## src/rtl/bcal_rtc_pkg.sv

```systemverilog
package bcal_rtc_pkg;
  localparam int DATA_W = 32;
  localparam int ADDR_W = 6;
  localparam logic [DATA_W-1:0] UNLOCK_WORD = 32'hA5EB1357;

  localparam logic [ADDR_W-1:0] A_CTRL  = 6'h00;
  localparam logic [ADDR_W-1:0] A_TOD   = 6'h0C;
  localparam logic [ADDR_W-1:0] A_DATE  = 6'h10;
  localparam logic [ADDR_W-1:0] A_FMT   = 6'h14;
  localparam logic [ADDR_W-1:0] A_WDAY  = 6'h18;
  localparam logic [ADDR_W-1:0] A_ATOD  = 6'h1C;
  localparam logic [ADDR_W-1:0] A_ADATE = 6'h20;
  localparam logic [ADDR_W-1:0] A_LEAP  = 6'h24;
  localparam logic [ADDR_W-1:0] A_IEN   = 6'h28;
  localparam logic [ADDR_W-1:0] A_STAT  = 6'h2C;

  typedef struct packed {
    logic [7:0] hour;
    logic [7:0] minute;
    logic [7:0] second;
  } tod_t;

  typedef struct packed {
    logic [7:0] year;
    logic [7:0] month;
    logic [7:0] day;
  } date_t;

  // Next packed-BCD value; at or beyond 'last' the field restarts at 'first'.
  function automatic logic [7:0] bcd_step(input logic [7:0] v,
                                          input logic [7:0] last,
                                          input logic [7:0] first);
    if (v >= last) return first;
    if (v[3:0] >= 4'd9) return {v[7:4] + 4'd1, 4'd0};
    return {v[7:4], v[3:0] + 4'd1};
  endfunction
endpackage

```

## src/rtl/bcal_month_len.sv

```systemverilog
module bcal_month_len
  import bcal_rtc_pkg::*;
(
  input  date_t      cur,
  output logic [7:0] last_day,
  output logic       leap
);
  logic [6:0] year_bin;

  always_comb begin
    year_bin = {3'b000, cur.year[7:4]} * 7'd10 + {3'b000, cur.year[3:0]};
    leap     = (year_bin[1:0] == 2'b00);
    case (cur.month)
      8'h02:                      last_day = leap ? 8'h29 : 8'h28;
      8'h04, 8'h06, 8'h09, 8'h11: last_day = 8'h30;
      default:                    last_day = 8'h31;
    endcase
  end
endmodule

```

## src/rtl/bcal_counter.sv

```systemverilog
module bcal_counter
  import bcal_rtc_pkg::*;
#(
  parameter int                WDAY_W    = 3,
  parameter logic [WDAY_W-1:0] WDAY_LAST = 3'd6
) (
  input  logic              clk,
  input  logic              rst,
  input  logic              active,
  input  logic              tick,
  input  logic              ld_tod,
  input  logic              ld_date,
  input  logic              ld_wday,
  input  tod_t              wr_tod,
  input  date_t             wr_date,
  input  logic [WDAY_W-1:0] wr_wday,
  output tod_t              tod_q,
  output date_t             date_q,
  output logic [WDAY_W-1:0] wday_q,
  output logic              leap,
  output logic              adv_q
);
  logic [7:0] last_day;
  logic       load_any, step;
  logic       c_min, c_hour, c_day, c_mon, c_year;

  bcal_month_len len_i (.cur(date_q), .last_day(last_day), .leap(leap));

  always_comb begin
    load_any = ld_tod | ld_date | ld_wday;
    step     = tick & active & ~load_any;
    c_min    = (tod_q.second >= 8'h59);
    c_hour   = c_min  & (tod_q.minute >= 8'h59);
    c_day    = c_hour & (tod_q.hour >= 8'h23);
    c_mon    = c_day  & (date_q.day >= last_day);
    c_year   = c_mon  & (date_q.month >= 8'h12);
  end

  always_ff @(posedge clk) begin
    if (rst) begin
      tod_q  <= '0;
      date_q <= '{year: 8'h00, month: 8'h01, day: 8'h01};
      wday_q <= '0;
      adv_q  <= 1'b0;
    end else begin
      adv_q <= step;
      if (load_any) begin
        if (ld_tod)  tod_q  <= wr_tod;
        if (ld_date) date_q <= wr_date;
        if (ld_wday) wday_q <= wr_wday;
      end else if (step) begin
        tod_q.second <= bcd_step(tod_q.second, 8'h59, 8'h00);
        if (c_min)  tod_q.minute <= bcd_step(tod_q.minute, 8'h59, 8'h00);
        if (c_hour) tod_q.hour   <= bcd_step(tod_q.hour, 8'h23, 8'h00);
        if (c_day) begin
          date_q.day <= bcd_step(date_q.day, last_day, 8'h01);
          wday_q     <= (wday_q >= WDAY_LAST) ? '0 : wday_q + 1'b1;
        end
        if (c_mon)  date_q.month <= bcd_step(date_q.month, 8'h12, 8'h01);
        if (c_year) date_q.year  <= bcd_step(date_q.year, 8'h99, 8'h00);
      end
    end
  end


  idle_frozen_chk: assert property (@(posedge clk) disable iff (rst)
    (!active && !load_any) |=> ($stable(tod_q) && $stable(date_q)));

  sec_wrap_chk: assert property (@(posedge clk) disable iff (rst)
    (step && tod_q.second == 8'h59) |=> (tod_q.second == 8'h00));

  wday_wrap_chk: assert property (@(posedge clk) disable iff (rst)
    (step && c_day && wday_q == WDAY_LAST) |=> (wday_q == '0));

  load_wins_chk: assert property (@(posedge clk) disable iff (rst)
    ld_tod |=> (tod_q == $past(wr_tod)));
endmodule

```

## src/rtl/bcal_alarm.sv

```systemverilog
module bcal_alarm
  import bcal_rtc_pkg::*;
(
  input  logic  clk,
  input  logic  rst,
  input  logic  adv,
  input  tod_t  tod,
  input  date_t date,
  input  logic  ld_atod,
  input  logic  ld_adate,
  input  tod_t  wr_tod,
  input  date_t wr_date,
  input  logic  clr,
  output tod_t  atod_q,
  output date_t adate_q,
  output logic  flag_q
);
  logic hit;

  always_comb hit = adv && (tod == atod_q) && (date == adate_q);

  always_ff @(posedge clk) begin
    if (rst) begin
      atod_q  <= '0;
      adate_q <= '0;
      flag_q  <= 1'b0;
    end else begin
      if (ld_atod)  atod_q  <= wr_tod;
      if (ld_adate) adate_q <= wr_date;
      if (hit)      flag_q  <= 1'b1;
      else if (clr) flag_q  <= 1'b0;
    end
  end


  match_sets_chk: assert property (@(posedge clk) disable iff (rst)
    (adv && tod == atod_q && date == adate_q) |=> flag_q);

  w1c_clear_chk: assert property (@(posedge clk) disable iff (rst)
    (clr && !adv && flag_q) |=> !flag_q);

  flag_hold_chk: assert property (@(posedge clk) disable iff (rst)
    (!clr && flag_q) |=> flag_q);
endmodule

```

## src/rtl/bcal_rtc.sv

```systemverilog
module bcal_rtc
  import bcal_rtc_pkg::*;
#(
  parameter int WDAY_W = 3
) (
  input  logic              clk,
  input  logic              rst,
  input  logic              tick_1hz,
  input  logic [ADDR_W-1:0] bus_addr,
  input  logic              bus_we,
  input  logic [DATA_W-1:0] bus_wdata,
  output logic [DATA_W-1:0] bus_rdata,
  output logic              alarm_irq
);
  logic              active_q, ien_q, flag, leap, adv;
  tod_t              tod, atod, wr_tod;
  date_t             date, adate, wr_date;
  logic [WDAY_W-1:0] wday;
  logic              wr_ctrl, wr_tod_en, wr_date_en, wr_wday_en;
  logic              wr_atod, wr_adate, wr_ien, wr_stat;

  always_comb begin
    wr_tod     = tod_t'(bus_wdata[23:0]);
    wr_date    = date_t'(bus_wdata[23:0]);
    wr_ctrl    = bus_we && bus_addr == A_CTRL;
    wr_tod_en  = bus_we && bus_addr == A_TOD;
    wr_date_en = bus_we && bus_addr == A_DATE;
    wr_wday_en = bus_we && bus_addr == A_WDAY;
    wr_atod    = bus_we && bus_addr == A_ATOD;
    wr_adate   = bus_we && bus_addr == A_ADATE;
    wr_ien     = bus_we && bus_addr == A_IEN;
    wr_stat    = bus_we && bus_addr == A_STAT;
  end

  bcal_counter #(.WDAY_W(WDAY_W), .WDAY_LAST(WDAY_W'(6))) cnt_i (
    .clk(clk), .rst(rst), .active(active_q), .tick(tick_1hz),
    .ld_tod(wr_tod_en), .ld_date(wr_date_en), .ld_wday(wr_wday_en),
    .wr_tod(wr_tod), .wr_date(wr_date), .wr_wday(bus_wdata[WDAY_W-1:0]),
    .tod_q(tod), .date_q(date), .wday_q(wday), .leap(leap), .adv_q(adv)
  );

  bcal_alarm alm_i (
    .clk(clk), .rst(rst), .adv(adv), .tod(tod), .date(date),
    .ld_atod(wr_atod), .ld_adate(wr_adate), .wr_tod(wr_tod), .wr_date(wr_date),
    .clr(wr_stat && bus_wdata[0]),
    .atod_q(atod), .adate_q(adate), .flag_q(flag)
  );

  always_ff @(posedge clk) begin
    if (rst) begin
      active_q  <= 1'b0;
      ien_q     <= 1'b0;
      alarm_irq <= 1'b0;
      bus_rdata <= '0;
    end else begin
      if (wr_ctrl && bus_wdata == UNLOCK_WORD) active_q <= 1'b1;
      if (wr_ien) ien_q <= bus_wdata[0];
      alarm_irq <= flag & ien_q;
      case (bus_addr)
        A_CTRL:  bus_rdata <= {{(DATA_W-1){1'b0}}, active_q};
        A_TOD:   bus_rdata <= {8'h00, tod};
        A_DATE:  bus_rdata <= {8'h00, date};
        A_FMT:   bus_rdata <= {{(DATA_W-1){1'b0}}, 1'b1};
        A_WDAY:  bus_rdata <= {{(DATA_W-WDAY_W){1'b0}}, wday};
        A_ATOD:  bus_rdata <= {8'h00, atod};
        A_ADATE: bus_rdata <= {8'h00, adate};
        A_LEAP:  bus_rdata <= {{(DATA_W-1){1'b0}}, leap};
        A_IEN:   bus_rdata <= {{(DATA_W-1){1'b0}}, ien_q};
        A_STAT:  bus_rdata <= {{(DATA_W-1){1'b0}}, flag};
        default: bus_rdata <= '0;
      endcase
    end
  end


  active_sticky_chk: assert property (@(posedge clk) disable iff (rst)
    active_q |=> active_q);

  irq_needs_enable_chk: assert property (@(posedge clk) disable iff (rst)
    !ien_q |=> !alarm_irq);
endmodule

```

## config.mk

```make
export PLATFORM = sky130hd
export DESIGN_NAME = bcal_rtc
export DESIGN_NICKNAME = d
export VERILOG_FILES = /design/src/rtl/bcal_rtc_pkg.sv /design/src/rtl/bcal_month_len.sv /design/src/rtl/bcal_counter.sv /design/src/rtl/bcal_alarm.sv /design/src/rtl/bcal_rtc.sv
export SDC_FILE = /design/constraint.sdc
export NUM_CORES = 1
export LEC_CHECK = 0
export BUFFER_PORTS_ARGS = -buffer_cell sky130_fd_sc_hd__buf_2
export CAP_MARGIN = 15
export CELL_PAD_IN_SITES_DETAIL_PLACEMENT = 1
export CELL_PAD_IN_SITES_GLOBAL_PLACEMENT = 1
export CORE_MARGIN = 2
export CORE_UTILIZATION = 45
export CTS_CLUSTER_SIZE = 20
export DETAILED_ROUTE_END_ITERATION = 16
export GPL_ROUTABILITY_DRIVEN = 0
export PLACE_DENSITY_LB_ADDON = 0.3
export SLEW_MARGIN = 20
export SYNTH_ARGS = -nofsm -noshare
export SYNTH_HDL_FRONTEND = slang
export SYNTH_SLANG_ARGS = --single-unit
```

## constraint.sdc

```tcl
create_clock -name clk -period 3.39 [get_ports clk]
set_input_delay 0.678 -clock clk [delete_from_list [all_inputs] [get_ports clk]]
set_output_delay 0.678 -clock clk [all_outputs]
set_load 0.02 [all_outputs]
```

==> flow_summary.ini, run 1 <==
[global_route]
grt_antenna_before_repair = 0
grt_max_degree = 38
grt_pass1_vias = 7551
grt_pass1_wl_um = 43800
track_usage = 0.324
grt-ovfl-total = 0

[setup_path]
rr_worst_depth = 15
r2r_end = cnt_i.date_q[5]
arrival_ns = 3.55
path_class = reg -> reg
endpoint_kind = register
critical_path_required_ns = 3.74
r2r_slack_ns = 0.19
crit_fanout = 6
critPathLaunchType = register
reg2reg_from = cnt_i.date_q[8]

[sta]
tns_ns = 0
finClkSkew_ns = 0.00784
setup_ws_ns = 0.191
max_slew_margin = 0.514
worst_pin_slew_ns = 0.728
min_period_ns = 3.20
setup_viol = 0
drv_slew = 0
fmax_ghz = 0.313
holdWs_ns = 0.484
hold_viol = 0
min_period_over_period = 0.944

[yosys]
synth-edff-count = 0
synth.most_common_cell = nand2_1
synth.area.top_cells = dfxtp_1, nand2_1, a21oi_1, ha_1, a222oi_1
yosysWarningCount = 0
syn_inst = 898
synth_top_area_frac = 0.348
yosys-top-cells-count = nand2_1, dfxtp_1, a21oi_1
async_reset_ff_frac = 0
synth_seq_cells = 128
synth_area_leader_cell = dfxtp_1
synth_area_sq_um = 7360
ys_seq_area_frac = 0.348
synth_ff_type = dfxtp_1
syn_avg_cell_area_sq_um = 8.20
synth_cell_types = 75

[detailed_routing]
wl_per_cell_um = 23.6
drt_iter0_drc = 727
first_pass_iters = 7
routed_wl_um = 28100
drc = 0
vias = 7500
vias_per_cell = 6.30
antenna_left = 0

[power_and_ir_drop]
clockPowerShare = 0.552
power.leakage_nw = 3.26
intPower_mw = 2.88
switchingPower_uw = 892
peakVddDrop_uv = 373
pwr-share-seq = 0.401
combPwrFrac = 0.048
p_per_area_nw_per_um2 = 438
swShare = 0.236

[die]
io-pin-count = 75
rows = 46
die_w_um = 132
initial_core_util = 0.462
fp.dieArea_sq_um = 17400
die_h_um = 132
core_area_sq_um = 15900

[hold_path]
hold_path_depth = 2
min_to = bus_rdata[12]
min_path_type = reg -> reg
holdCritStartpoint = alm_i.adate_q[12]

[placed_design]
place_area_sq_um = 7930
dp_hpwl_um = 19500
port-buffer-count = 66
dp_slack_ns = 0.181

[clocking]
htreeDepth = 4
clk_path_buf_depth = 2
cts-root-buf = clkbuf_16
cts_made_buffers = 17
cts.clk_slew.worst_paths_ns = 0.06
clk_latency_ns = 0.44
clock-sinks = 128
cts_tree = yes

[status]
status = finished clean

[layout]
antenna_cells = 0
design_area_sq_um = 8610
final_nets = 1040
syn_to_final_growth_pct = 16.9
final_util = 0.540
layout-drive-gt1-share = 0.163

[flow_run]
cap_violations = 0
[cells in the final DEF, fill, tap and decap left out, types with 23 or more instances in the layout]
cell       n
nand2_1  135
dfxtp_1  128
a21oi_1   98
buf_2     65
nor2_1    48
nand3_1   42
ha_1      37
inv_1     36
buf_4     34
o21ai_0   26
xor2_1    23
[layout make-up]
type | count | area (sq um)
multi-input cells | 678 | 4390
repair buffers | 100 | 601
well taps | 216 | 270
clock inverters | 13 | 211
inverters | 36 | 135
fillers | 1926 | 7330
flip-flops and latches | 128 | 2560
clock buffers | 19 | 443
[flip-flops by register name (all words and copies together) (netlist names), 3 cells and up]
register,cells
cnt_i.tod_q,24
cnt_i.date_q,24
alm_i.atod_q,24
bus_rdata,24
alm_i.adate_q,24
cnt_i.wday_q,3
[per-layer routing]
metal | global-route usage | vias to the layer above | wire length, um
met5 | 0 | - | 0
met4 | 0.173 | 0 | 1290
met3 | 0.0792 | 93 | 2490
met2 | 0.514 | 362 | 12800
met1 | 0.406 | 3680 | 11500
li1 | - | 3365 | -
[power by group through the flow]
stage | clock (mW) | combinational, mW | sequential (mW)
2_1_floorplan | 0 | 0.0958 | 1.54
3_3_place_gp | 0 | 0.171 | 1.54
3_5_place_dp | 0 | 0.173 | 1.55
4_1_cts | 2.09 | 0.175 | 1.51
5_1_grt | 2.16 | 0.189 | 1.51
6_report | 2.08 | 0.180 | 1.51
[kinds of logic after synthesis]
logic type,after synthesis,synth area share
compound gates,252,0.232
xor+xnor,40,0.0476
fa+ha+maj,37,0.0629
buf+inv,99,0.0649
flops,128,0.348
mux,17,0.0234
other cells,1,0.000509
simple gates,324,0.221
[timing repair]
item / 4_1_cts / 5_1_grt
hold buffers: 0 / 0
setup endpoints to repair: 0 / 2
gates resized for setup: 0 / 1
buffers inserted: 0 / 3
[critical path: stages (launching register included)]
cell	delay, ns
dfxtp_1	0.42
inv_1	0.13
ha_1	0.26
o211ai_1	0.19
a21oi_1	0.08
o21ai_0	0.21
nor2b_1	0.18
ha_1	0.18
nand3_1	0.09
o211ai_1	0.28
buf_4	0.20
o21ai_1	0.09
a22oi_2	0.34
buf_4	0.19
nor2_1	0.04
a211oi_1	0.21
[worst max-delay path by stage]
stage / startpoint / endpoint / depth (start not counted)
2_1_floorplan: cnt_i.date_q[12] / cnt_i.date_q[14] / 13
3_5_place_dp: cnt_i.date_q[13] / cnt_i.date_q[6] / 13
3_3_place_gp: cnt_i.date_q[13] / cnt_i.date_q[9] / 13
4_1_cts: cnt_i.date_q[13] / cnt_i.date_q[6] / 13
6_report: cnt_i.date_q[8] / cnt_i.date_q[5] / 15
5_1_grt: cnt_i.date_q[8] / cnt_i.date_q[7] / 15
[through the flow]
stage	std cells	power (mW)
after floorplan	905	1.64
after global placement	1155	1.72
after detailed placement	1155	1.72
after CTS	1187	3.77
after global routing	1190	3.86
final	1190	3.77
Power figures use the tool's default switching activity.
==> inputs of run 2 (changes only) <==
- CORE_UTILIZATION: 45 -> 46
- CTS_BUF_LIST: unset -> sky130_fd_sc_hd__clkbuf_8
==> run 2 against run 1 <==
Global-route usage up 0.54 points. Count of clock-buffer cells in the layout down 2. Fmax up 1.2%. Flip-flop and latch count unchanged. Sequential power about the same.
==> flow_summary.ini, run 2 (synthesis gave the netlist of run 1 again) <==
[sta]
min_period_over_period = 0.932
setup_viol = 0
hold_viol = 0
tns_ns = 0
min_period_ns = 3.16
worst_pin_slew_ns = 0.878
finClkSkew_ns = 0.0130
holdWs_ns = 0.487
drv_slew = 0
fmax_ghz = 0.316
max_slew_margin = 0.409

[layout]
final_cells = 1186
syn_to_final_growth_pct = 13.5
most-common-layout-cells = nand2_1, dfxtp_1, a21oi_1, buf_2, nor2_1
final_common_cell = nand2_1
final_util = 0.530
antenna_cells = 0
final_nets = 1038
n_fill_cell = 1965
layout-drive-gt1-share = 0.163

[detailed_routing]
vias = 7475
drc = 0
antenna_left = 0
routed_wl_um = 27400
vias_per_cell = 6.30
drt_iter0_drc = 847
wl_per_cell_um = 23.1
first_pass_iters = 6

[setup_path]
crit_start = cnt_i.date_q[8]
critical_path_required_ns = 3.71
reg2reg_from = cnt_i.date_q[8]
arrival_ns = 3.48
path_cells = inv_1, ha_1, o211ai_1, a21oi_1, o21ai_0, mux2_2, ha_1, nor4b_2, o211ai_1, buf_4, o21ai_0, a22oi_2, a21boi_0, o31ai_1
path_class = reg -> reg
max_stage_delay_ns = 0.41
cpMaxStageDelayCell = a22oi_2
endpoint_kind = register
critPathLaunchType = register
crit_fanout = 8

[die]
io-pin-count = 75
core_area_sq_um = 15800
die_h_um = 131
fp.dieArea_sq_um = 17000
initial_core_util = 0.467
die_w_um = 131
rows = 46

[flow_run]
cap_violations = 0

[global_route]
grt_pass1_wl_um = 42300
grt-ovfl-total = 0
grt_antenna_before_repair = 0
track_usage = 0.329
grt_max_degree = 45
grt_pass1_vias = 7425

[power_and_ir_drop]
peakVddDrop_uv = 312
power.leakage_nw = 3.15
p_per_area_nw_per_um2 = 374

[placed_design]
dp_cells = 1156
dp_hpwl_um = 20000
port-buffer-count = 66

[clocking]
clk_path_buf_depth = 2
cts-root-buf = clkbuf_8
clock-sinks = 128
htreeDepth = 4
cts_made_buffers = 17
clk_latency_ns = 0.46
ctsHoldBuffers = 0
cts_tree = yes
cts.clk_slew.worst_paths_ns = 0.07

[hold_path]
min_path_type = reg -> reg
holdCritStartpoint = alm_i.atod_q[6]

[status]
status = finished clean
==> run 2: cell type report <==
cell class | instances | area (sq um) | area share
multi-input cells | 678 | 4390 | 0.526
flip-flops and latches | 128 | 2560 | 0.307
repair buffers | 98 | 586 | 0.0701
well taps | 216 | 270 | 0.0323
clock buffers | 17 | 234 | 0.0280
clock inverters | 13 | 173 | 0.0207
inverters | 36 | 135 | 0.0162
==> run 2: worst max-delay path, delay by kind of cell, from the launching register on <==
family          cells  cell delay (ns)
compound gates      8             1.56
fa+ha+maj           2             0.39
flops               1             0.33
buf+inv             2             0.30
mux                 1             0.30
simple gates        1             0.15
==> run 2: worst paths after layout <==
check	end	slack [ns]	depth (start not counted)
worst max-delay path	cnt_i.date_q[6]	0.23	14
worst min-delay path	alm_i.atod_q[6]	0.49	2
worst max register to register	cnt_i.date_q[6]	0.23	14
worst min register to register	alm_i.atod_q[6]	0.49	2
==> run 2: per-layer routing <==
metal | share of wire | GRT usage | vias up
li1 | - | - | 3380
met1 | 0.42 | 0.424 | 3671
met2 | 0.46 | 0.532 | 359
met3 | 0.082 | 0.0700 | 65
met4 | 0.037 | 0.147 | 0
met5 | 0 | 0 | -
==> run 2: timing repair <==
item / CTS / global route
buffers inserted: 0 / 0
gates resized for setup: 0 / 3
setup endpoints to repair: 0 / 12
==> run 2: power breakdown <==
group / leakage, nW / total, mW / switching, mW / internal [mW]
logic: 1.92 / 0.180 / 0.131 / 0.0488
clock network: 0.208 / 1.44 / 0.652 / 0.783
registers: 1.03 / 1.51 / 0.00419 / 1.51
==> run 2: stage by stage <==
| step | worst slack (ns) | power (mW) | instance area (sq um) |
|---|---|---|---|
| after global routing | -0.0160 | 3.21 | 8350 |
| final | 0.229 | 3.13 | 8350 |
| after CTS | 0.119 | 3.12 | 8350 |
| after floorplan | 0.399 | 1.64 | 7390 |
| after global placement | 0.254 | 1.72 | 7940 |
| after detailed placement | 0.185 | 1.72 | 7940 |
